**src/rtl/bank_intc_pkg.sv**
```systemverilog
package bank_intc_pkg;

  localparam int PRIO_W = 5;

  localparam logic [9:0] OFS_MASK  = 10'h000;
  localparam logic [9:0] OFS_PEND  = 10'h004;
  localparam logic [9:0] OFS_NWIN  = 10'h008;
  localparam logic [9:0] OFS_FWIN  = 10'h00C;
  localparam logic [9:0] OFS_CTRL  = 10'h010;
  localparam logic [9:0] OFS_GATE  = 10'h014;
  localparam logic [9:0] OFS_CFG   = 10'h100;

  typedef struct packed {
    logic [PRIO_W-1:0] prio;
    logic              lvl;
    logic              fast;
  } src_cfg_t;

endpackage

```
**src/rtl/bank_intc_rstsync.sv**
```systemverilog
module bank_intc_rstsync (
  input  logic clk,
  input  logic rst_n,
  output logic rst_n_o
);

  logic [1:0] sync_q;

  always_ff @(posedge clk or negedge rst_n) begin
    if (!rst_n) sync_q <= 2'b00;
    else        sync_q <= {sync_q[0], 1'b1};
  end

  assign rst_n_o = sync_q[1];

endmodule

```
**src/rtl/bank_intc_latch.sv**
```systemverilog
module bank_intc_latch #(
  parameter int NUM_SRC = 32
) (
  input  logic               clk,
  input  logic               rst_n,
  input  logic [NUM_SRC-1:0] src_i,
  input  logic [NUM_SRC-1:0] lvl_i,
  input  logic [NUM_SRC-1:0] clr_i,
  output logic [NUM_SRC-1:0] pend_o
);

  logic [NUM_SRC-1:0] prev_q;
  logic [NUM_SRC-1:0] pend_q;
  logic [NUM_SRC-1:0] pend_n;

  always_comb begin
    for (int i = 0; i < NUM_SRC; i++) begin
      if (lvl_i[i]) pend_n[i] = src_i[i];
      else          pend_n[i] = (src_i[i] & ~prev_q[i]) | (pend_q[i] & ~clr_i[i]);
    end
  end

  always_ff @(posedge clk or negedge rst_n) begin
    if (!rst_n) begin
      prev_q <= '0;
      pend_q <= '0;
    end else begin
      prev_q <= src_i;
      pend_q <= pend_n;
    end
  end

  assign pend_o = pend_q;

endmodule

```
**src/rtl/bank_intc_arb.sv**
```systemverilog
module bank_intc_arb #(
  parameter int NUM_SRC = 32,
  parameter int PRIO_W  = 5,
  localparam int IDX_W  = $clog2(NUM_SRC)
) (
  input  logic [NUM_SRC-1:0]             cand_i,
  input  logic [NUM_SRC-1:0][PRIO_W-1:0] prio_i,
  output logic                           any_o,
  output logic [IDX_W-1:0]               idx_o
);

  logic              found;
  logic [PRIO_W-1:0] best_p;
  logic [IDX_W-1:0]  best_i;

  always_comb begin
    found  = 1'b0;
    best_p = '1;
    best_i = '0;
    for (int i = 0; i < NUM_SRC; i++) begin
      if (cand_i[i] && (!found || (prio_i[i] < best_p))) begin
        found  = 1'b1;
        best_p = prio_i[i];
        best_i = IDX_W'(i);
      end
    end
  end

  assign any_o = found;
  assign idx_o = best_i;

endmodule

```
**src/rtl/bank_intc_chan.sv**
```systemverilog
module bank_intc_chan #(
  parameter int NUM_SRC = 32,
  parameter int PRIO_W  = 5,
  localparam int IDX_W  = $clog2(NUM_SRC)
) (
  input  logic                           clk,
  input  logic                           rst_n,
  input  logic [NUM_SRC-1:0]             cand_i,
  input  logic [NUM_SRC-1:0][PRIO_W-1:0] prio_i,
  input  logic                           gate_i,
  input  logic                           ack_i,
  output logic                           out_o,
  output logic                           any_o,
  output logic [IDX_W-1:0]               win_o,
  output logic [NUM_SRC-1:0]             clr_o
);

  logic             out_q, out_n;
  logic [IDX_W-1:0] win_q, win_n;
  logic             any;
  logic [IDX_W-1:0] best;

  bank_intc_arb #(.NUM_SRC(NUM_SRC), .PRIO_W(PRIO_W)) u_arb (
    .cand_i (cand_i),
    .prio_i (prio_i),
    .any_o  (any),
    .idx_o  (best)
  );

  always_comb begin
    out_n = out_q;
    win_n = win_q;
    if (out_q) begin
      if (ack_i || gate_i) out_n = 1'b0;
    end else if (!gate_i && any) begin
      out_n = 1'b1;
      win_n = best;
    end
  end

  always_ff @(posedge clk or negedge rst_n) begin
    if (!rst_n) begin
      out_q <= 1'b0;
      win_q <= '0;
    end else begin
      out_q <= out_n;
      win_q <= win_n;
    end
  end

  assign clr_o = (ack_i && out_q) ? (NUM_SRC'(1) << win_q) : '0;
  assign out_o = out_q;
  assign any_o = any;
  assign win_o = win_q;

endmodule

```
**src/rtl/bank_intc.sv**
```systemverilog
module bank_intc
  import bank_intc_pkg::*;
#(
  parameter int NUM_SRC = 32,
  parameter int FIQ_EN  = 1,
  parameter int ADDR_W  = 10,
  parameter int DATA_W  = 32,
  localparam int IDX_W  = $clog2(NUM_SRC)
) (
  input  logic               clk,
  input  logic               rst_n,
  input  logic [NUM_SRC-1:0] src_i,
  input  logic [ADDR_W-1:0]  addr_i,
  input  logic [DATA_W-1:0]  wdata_i,
  input  logic               wr_en_i,
  input  logic               rd_en_i,
  output logic [DATA_W-1:0]  rdata_o,
  output logic               irq_o,
  output logic               fiq_o
);

  localparam logic              FAST_OK  = (FIQ_EN != 0);
  localparam logic [ADDR_W-1:0] CFG_SPAN = ADDR_W'(4 * NUM_SRC);

  logic rst_n_s;

  bank_intc_rstsync u_rst (.clk(clk), .rst_n(rst_n), .rst_n_o(rst_n_s));

  // register state
  logic [NUM_SRC-1:0]            mask_q, mask_n;
  logic                          gmask_q, gmask_n;
  src_cfg_t [NUM_SRC-1:0]        cfg_q, cfg_n;
  logic [DATA_W-1:0]             rdata_q, rdata_n;

  // decode
  logic              wr_mask, wr_pend, wr_ctrl, wr_gate, wr_cfg;
  logic [ADDR_W-1:0] cfg_off;
  logic              in_cfg;
  logic [IDX_W-1:0]  cfg_idx;
  logic [1:0]        ack_v;

  assign cfg_off = addr_i - ADDR_W'(OFS_CFG);
  assign in_cfg  = (addr_i >= ADDR_W'(OFS_CFG)) && (cfg_off < CFG_SPAN) && (cfg_off[1:0] == 2'b00);
  assign cfg_idx = cfg_off[IDX_W+1:2];

  assign wr_mask = wr_en_i && (addr_i == ADDR_W'(OFS_MASK));
  assign wr_pend = wr_en_i && (addr_i == ADDR_W'(OFS_PEND));
  assign wr_ctrl = wr_en_i && (addr_i == ADDR_W'(OFS_CTRL));
  assign wr_gate = wr_en_i && (addr_i == ADDR_W'(OFS_GATE));
  assign wr_cfg  = wr_en_i && in_cfg;
  assign ack_v   = {wr_ctrl & wdata_i[1], wr_ctrl & wdata_i[0]};

  // per-source field vectors
  logic [NUM_SRC-1:0]             lvl_v, fast_v, pend_v, clr_v;
  logic [NUM_SRC-1:0][PRIO_W-1:0] prio_v;
  logic [1:0][NUM_SRC-1:0]        cand_v;
  logic [1:0][NUM_SRC-1:0]        chan_clr;
  logic [1:0][IDX_W-1:0]          chan_win;
  logic [1:0]                     chan_out;
  logic [1:0]                     chan_any;

  always_comb begin
    for (int i = 0; i < NUM_SRC; i++) begin
      lvl_v[i]  = cfg_q[i].lvl;
      fast_v[i] = cfg_q[i].fast;
      prio_v[i] = cfg_q[i].prio;
    end
  end

  assign cand_v[0] = pend_v & ~mask_q & ~fast_v;
  assign cand_v[1] = pend_v & ~mask_q & fast_v;
  assign clr_v     = (wr_pend ? ~wdata_i[NUM_SRC-1:0] : '0) | chan_clr[0] | chan_clr[1];

  bank_intc_latch #(.NUM_SRC(NUM_SRC)) u_latch (
    .clk    (clk),
    .rst_n  (rst_n_s),
    .src_i  (src_i),
    .lvl_i  (lvl_v),
    .clr_i  (clr_v),
    .pend_o (pend_v)
  );

  for (genvar c = 0; c < 2; c++) begin : g_chan
    bank_intc_chan #(.NUM_SRC(NUM_SRC), .PRIO_W(PRIO_W)) u_chan (
      .clk    (clk),
      .rst_n  (rst_n_s),
      .cand_i (cand_v[c]),
      .prio_i (prio_v),
      .gate_i (gmask_q),
      .ack_i  (ack_v[c]),
      .out_o  (chan_out[c]),
      .any_o  (chan_any[c]),
      .win_o  (chan_win[c]),
      .clr_o  (chan_clr[c])
    );
  end

  // next-state for software registers
  always_comb begin
    mask_n  = mask_q;
    gmask_n = gmask_q;
    cfg_n   = cfg_q;
    if (wr_mask) mask_n  = wdata_i[NUM_SRC-1:0];
    if (wr_gate) gmask_n = wdata_i[0];
    if (wr_cfg) begin
      cfg_n[cfg_idx].prio = wdata_i[PRIO_W+1:2];
      cfg_n[cfg_idx].lvl  = wdata_i[1];
      cfg_n[cfg_idx].fast = wdata_i[0] & FAST_OK;
    end
  end

  // read mux
  always_comb begin
    rdata_n = '0;
    if (in_cfg) begin
      rdata_n = DATA_W'({cfg_q[cfg_idx].prio, cfg_q[cfg_idx].lvl, cfg_q[cfg_idx].fast});
    end else begin
      case (addr_i)
        ADDR_W'(OFS_MASK): rdata_n = DATA_W'(mask_q);
        ADDR_W'(OFS_PEND): rdata_n = DATA_W'(pend_v);
        ADDR_W'(OFS_NWIN): rdata_n = DATA_W'(chan_win[0]);
        ADDR_W'(OFS_FWIN): rdata_n = DATA_W'(chan_win[1]);
        ADDR_W'(OFS_GATE): rdata_n = DATA_W'(gmask_q);
        default:           rdata_n = '0;
      endcase
    end
  end

  always_ff @(posedge clk or negedge rst_n_s) begin
    if (!rst_n_s) begin
      mask_q  <= '1;
      gmask_q <= 1'b1;
      cfg_q   <= '0;
      rdata_q <= '0;
    end else begin
      mask_q  <= mask_n;
      gmask_q <= gmask_n;
      cfg_q   <= cfg_n;
      if (rd_en_i) rdata_q <= rdata_n;
    end
  end

  assign rdata_o = rdata_q;
  assign irq_o   = chan_out[0];
  assign fiq_o   = chan_out[1];

endmodule

```
**config.mk**
```make
export PLATFORM = sky130hd
export DESIGN_NAME = bank_intc
export DESIGN_NICKNAME = d
export VERILOG_FILES = /design/src/rtl/bank_intc_pkg.sv /design/src/rtl/bank_intc_rstsync.sv /design/src/rtl/bank_intc_latch.sv /design/src/rtl/bank_intc_arb.sv /design/src/rtl/bank_intc_chan.sv /design/src/rtl/bank_intc.sv
export SDC_FILE = /design/constraint.sdc
export NUM_CORES = 2
export LEC_CHECK = 0
export BUFFER_PORTS_ARGS = -buffer_cell sky130_fd_sc_hd__buf_2
export CAP_MARGIN = 20
export CELL_PAD_IN_SITES_DETAIL_PLACEMENT = 0
export CELL_PAD_IN_SITES_GLOBAL_PLACEMENT = 2
export CORE_MARGIN = 8
export CORE_UTILIZATION = 35
export DETAILED_ROUTE_END_ITERATION = 16
export GPL_TIMING_DRIVEN = 0
export PLACE_DENSITY = 0.71
export SYNTH_ARGS = -nofsm -noshare
export SYNTH_HDL_FRONTEND = slang
export SYNTH_HIERARCHICAL = 1
export SYNTH_SLANG_ARGS = --single-unit
```
**constraint.sdc**
```tcl
create_clock -name clk -period 23.8 [get_ports clk]
set_input_delay 4.76 -clock clk [delete_from_list [all_inputs] [get_ports clk]]
set_output_delay 4.76 -clock clk [all_outputs]
set_load 0.005 [all_outputs]
```
Yosys cells after proc, flatten, opt, wreduce, memory -nomap -nowiden
Index checks and enable logic that the tools add are counted.
{ "totals": {"mem_bits_rw": 0, "inputBits": 78, "n_memories": 0, "latch_bits": 0, "elab_cells": 799, "romBits": 0, "reg_bits": 367} }
{ "classes": {"n_eq_ne": 5, "n_addsub": 1, "order_cmp": 66, "n_mux": 242, "div_mod_pow": 0, "shifts": 2, "bitwise_logic": 172, "multipliers": 0, "n_reduce_logical": 205} }
{ "ops": {"columns": ["cell", "count"], "rows": [
  ["$bwmux 224", 3],
  ["$mux 5", 122],
  ["$lt 5x5->1", 62],
  ["$pmux 32 s5", 1],
  ["$mux 32", 4],
  ["$demux 7 s5", 3],
  ["$mux 1", 105],
  ["$and 32x32->32", 3],
  ["$not 32->32", 3],
  ["$logic_and 1x1->1", 74],
  ["$and 1x1->1", 66],
  ["$not 1->1", 66],
  ["$logic_or 1x1->1", 64],
  ["$or 32x32->32", 2],
  ["$shl 1x5->32 const A", 2],
  ["$logic_not 1->1", 63],
  ["$bmux 7 s5", 1],
  ["$or 1x1->1", 32],
  ["$eq 10x4->1 const B", 2],
  ["$eq 10x5->1 const B", 2],
  ["$mux 7", 2],
  ["$eq 10x3->1 const B", 1],
  ["$ge 10x9->1 const B", 1],
  ["$logic_not 10->1", 1],
  ["other kinds (7)", 8]
]} }

Longest topological paths before layout
{ "logic_depth": {"word_depth": 131, "depth_mapped": 292, "mapped_depth_nobuf": 279} }

Cells and area by module
Netlist, hierarchy kept.
{ "modules_own_cells": {"columns": ["mod", "seq_area_each_um2", "n_inst", "cells_each", "area_each_um2"], "rows": [
  ["bank_intc", 7273.2, 1, 1107, 14395.1],
  ["bank_intc_arb at g_chan[0].u_chan.u_arb", 0.0, 1, 1349, 9143.8],
  ["bank_intc_arb at g_chan[1].u_chan.u_arb", 0.0, 1, 1266, 8474.4],
  ["bank_intc_latch", 1601.5, 1, 160, 2204.6],
  ["bank_intc_chan", 150.1, 2, 65, 616.8],
  ["bank_intc_rstsync", 50.0, 1, 3, 53.8]
]} }

Least setup slack after synthesis
No wires, ideal clock.
{ "synth_path": {"path_type": "flip-flop to flip-flop", "startpoint": "reg cfg_q[0] (netlist name)", "endpoint": "reg g_chan[0].u_chan.win_q[3]", "path_buffers": 13, "synth_period_minus_slack_ns": 47.427, "required_time_ns": 23.675, "path_stages_with_launch": 275, "arrival_ns": 47.302, "path_slack_ns": -23.627, "cell_sequence": "dfrtp_1 > nor3b_1 > buf_4 > nor2b_1 > ha_1 > nand4b_1 > o211a_4 > o311ai_2 > buf_4 > nand2_1 > o21ai_0 > ha_1 > or3b_2 > o21a_2 > a21bo_1 > buf_4 > buf_6 > nand2_1 > [239 not listed] > a21oi_1 > nor2b_1 > o21ai_0 > nand2b_1 > nand2_1 > nand3b_1 > o31ai_4 > mux2_4 > ha_1 > a21o_1 > a21o_1 > a21oi_1 > and4b_1 > nor2_1 > nor2_1 > nor3_1 > nand3_1 > mux2_2"} }
{ "synth_lines": {"columns": ["element", "line", "text"], "rows": [
  ["from (decl)", "bank_intc.sv:32", "src_cfg_t [NUM_SRC-1:0] cfg_q, cfg_n;"],
  ["from (signal assigned)", "bank_intc.sv:138", "cfg_q <= cfg_n;"],
  ["to (signal assigned)", "bank_intc_chan.sv:47", "win_q <= win_n;"],
  ["to (decl)", "bank_intc_chan.sv:19", "logic [IDX_W-1:0] win_q, win_n;"]
]} }

==> metrics.yaml <==
synthCells: 4015
pre_cts_slack_ns: -26.57
rsz0062_at_grt: "true"
crit_required_ns: 24.30
fin_ws_ns: -20.98
maxCapViolCount: 0
fin_crit_sh_pct: 188
start_util_pct: 35.1
synth_cell_types: 164
critPathKind: "reg2reg"
start_kind: "flip-flop"
slew_headroom_pct: 26.8
cts_sinks: 367
layout_min_cycle_time_ns: 44.78
grt_overflow: 0
cpMaxStageDelayCell: "or4_4"
yosys_warnings: 6
postLayoutCoreUtil_pct: 46.6
crit_path_end_kind: "flip-flop"
hold_path_class: "reg2reg"
grt_max_degree: 63
status: "complete, but fails checks"
htree_levels: 2
syn_area_per_cell_sq_um: 8.84
hpwl_microns: 120000
netlist.top_cell.by_area: "dfrtp_1"
synth.top_cell.area_share_pct: 23.5
maxSlewViolCount: 0
violations: "negative setup slack"
setup_viol: 10
clock.fmax_mhz: 22.3
drtAntennaViolNets: 0
cts_tree: "yes"
whs_ns: 0.355
grt.total_usage_pct: 26.5
grt_pass1_vias: 34300
drt_iter0_markers: 2851
nets: 4907
cpPeakStageDelay_ns: 0.52
avgRoutedWirePerCell_microns: 25.7
cp.arrival_ns: 45.29
die_h_microns: 335
clk_latency_ns: 0.64
numCtsBuffers: 44
num_vias: 35800
synth_area_leaders: "dfrtp_1 (24%), mux2_2 (8.1%), mux2i_1 (4.9%)"
die_width_microns: 335
antenna_found_initial: 8
ys_seq_elements: 367
netlist_area_sq_mm: 0.0355
clock_path_buffers: 3
hold_viol: 0
syn_to_final_growth_pct: 32.7
synthFlopType: "dfrtp_1"
fill_cells: 9928
drc: 0
cp_max_fo: 7
ioPinCount: 112
drive_gt1_share_pct: 40.3
skew_ns: 0.0488
grt_pass1_wl_microns: 228000
firstDrtPassIters: 6
worst_pin_slew_ns: 1.10
clockRootBuffer: "clkbuf_16"
clk_pin_slew_worst_paths_ns: 0.06
hold_buffers: 0
rows: 117
async_reset_ff_share_pct: 100
die_area_sq_mm: 0.112
drt-total-wl_microns: 157000
crit_top_cell: "ha_4"
yosysSeqAreaShare_pct: 26.0
port_buffers: 110
core_area_sq_mm: 0.101
routed_via_density: 5.88
synth_edf_count: 0
gp_congestion: 0.950
synth_nets: 4225
## path summary, 6_finish.rpt
kind	end	start	depth (start not counted)	slack, ns
setup / recovery	g_chan[0].u_chan/win_o[1]	cfg_q[0]	270	-20.98
hold / removal	u_rst/sync_q[1]	u_rst/sync_q[0]	0	0.35
setup reg to reg	g_chan[0].u_chan/win_o[1]	cfg_q[0]	270	-20.98
hold reg to reg	u_rst/sync_q[1]	u_rst/sync_q[0]	0	0.35
max in group asynchronous	u_rst/sync_q[1]	rst_n	1	19.79
min in group asynchronous	rdata_o[31]	u_rst/sync_q[1]	0	0.41
## logic make-up after synthesis
kind of cell    share of synthesized area [%]
buf+inv                                  4.96
fa+ha+maj                                5.28
xor+xnor                                0.737
other cells                            0.0106
mux                                      16.0
simple gates                             21.9
flops                                    26.0
compound gates                           25.2
## what timing repair did
action                                  in CTS  in global routing
buffers inserted                           398                125
pin swaps                                  262                250
resized for setup                          308                239
endpoints found under the setup margin      10                 10
## layer usage
metal | vias to the layer above | global-route usage (%) | wire length, microns
li1 | 16600 | - | -
met1 | 18000 | 38.1 | 73800
met4 | 2 | 6.33 | 4600
met5 | - | 0 | 13
met2 | 1009 | 42.0 | 69800
met3 | 197 | 3.61 | 8640
## per-stage QoR
stage                     cells  instance area [sq um]  setup TNS, ns
after global placement     5493                  38900        -262.51
final                      6101                  47100        -207.61
after CTS                  5979                  45200        -209.31
after global routing       6100                  47100        -229.77
after detailed placement   5501                  39100        -262.59
after floorplan            4015                  36700        -195.45
## cells in the mapped netlist (31+ instances only)
cell,instances
or3_1,36
dfrtp_1,334
nor2_2,31
nand2_1,324
o21ai_1,58
o22ai_1,83
mux2_2,255
o21ai_0,200
nor2_1,292
ha_1,132
inv_1,229
a22oi_1,32
o21a_1,36
and3b_1,37
or2_2,33
a21oi_1,149
nand3_1,85
o211ai_1,60
nor3b_1,49
a31oi_1,49
clkbuf_1,60
nor3_2,41
dfstp_2,33
buf_2,38
a21o_1,33
and2_1,34
a22o_1,38
mux2_1,39
nand2b_1,104
nor3_1,82
mux2i_1,175
## registers in the layout, summed over array words and instances, names as in the netlist
| register | cells |
|---|---|
| u_latch/prev_q | 32 |
| g_chan.u_chan/out_o | 2 |
| mask_q | 32 |
| cfg_q | 224 |
| rdata_o | 32 |
| u_rst/sync_q | 2 |
| g_chan.u_chan/win_o | 10 |
| gmask_q | 1 |
| u_latch/pend_o | 32 |
## placed cells by master (no fill, tap or decap), types with 110 or more instances in the layout
cell,synthesis,final
a21oi_1,149,110
buf_2,38,141
buf_4,18,518
dfrtp_1,334,333
inv_1,229,187
mux2_2,255,240
mux2i_1,175,152
nand2_1,324,270
nor2_1,292,257
o21ai_0,200,121
## area by class of cell
| cell class | instances | area, sq um | area share, % |
|---|---|---|---|
| repair buffers | 640 | 4720 | 10.0 |
| flip-flops and latches | 367 | 9230 | 19.6 |
| plain buffers | 145 | 952 | 2.02 |
| well taps | 1368 | 1710 | 3.63 |
| diodes | 1 | 2.50 | 0.00531 |
| multi-input cells | 3270 | 28000 | 59.4 |
| clock inverters | 21 | 380 | 0.807 |
| inverters | 229 | 870 | 1.85 |
| clock buffers | 60 | 1250 | 2.66 |
## worst max-delay path: cells and delay by family (launching register included)
family          cells  cell delay, ns
flops               1            0.41
fa+ha+maj          30            6.71
compound gates    101           17.57
buf+inv            41            4.08
mux                13            3.26
simple gates       85           12.47
Power is left out: the tool's default activity adds up to more than one toggle a clock period on the data nets, which glitch-free logic cannot reach.
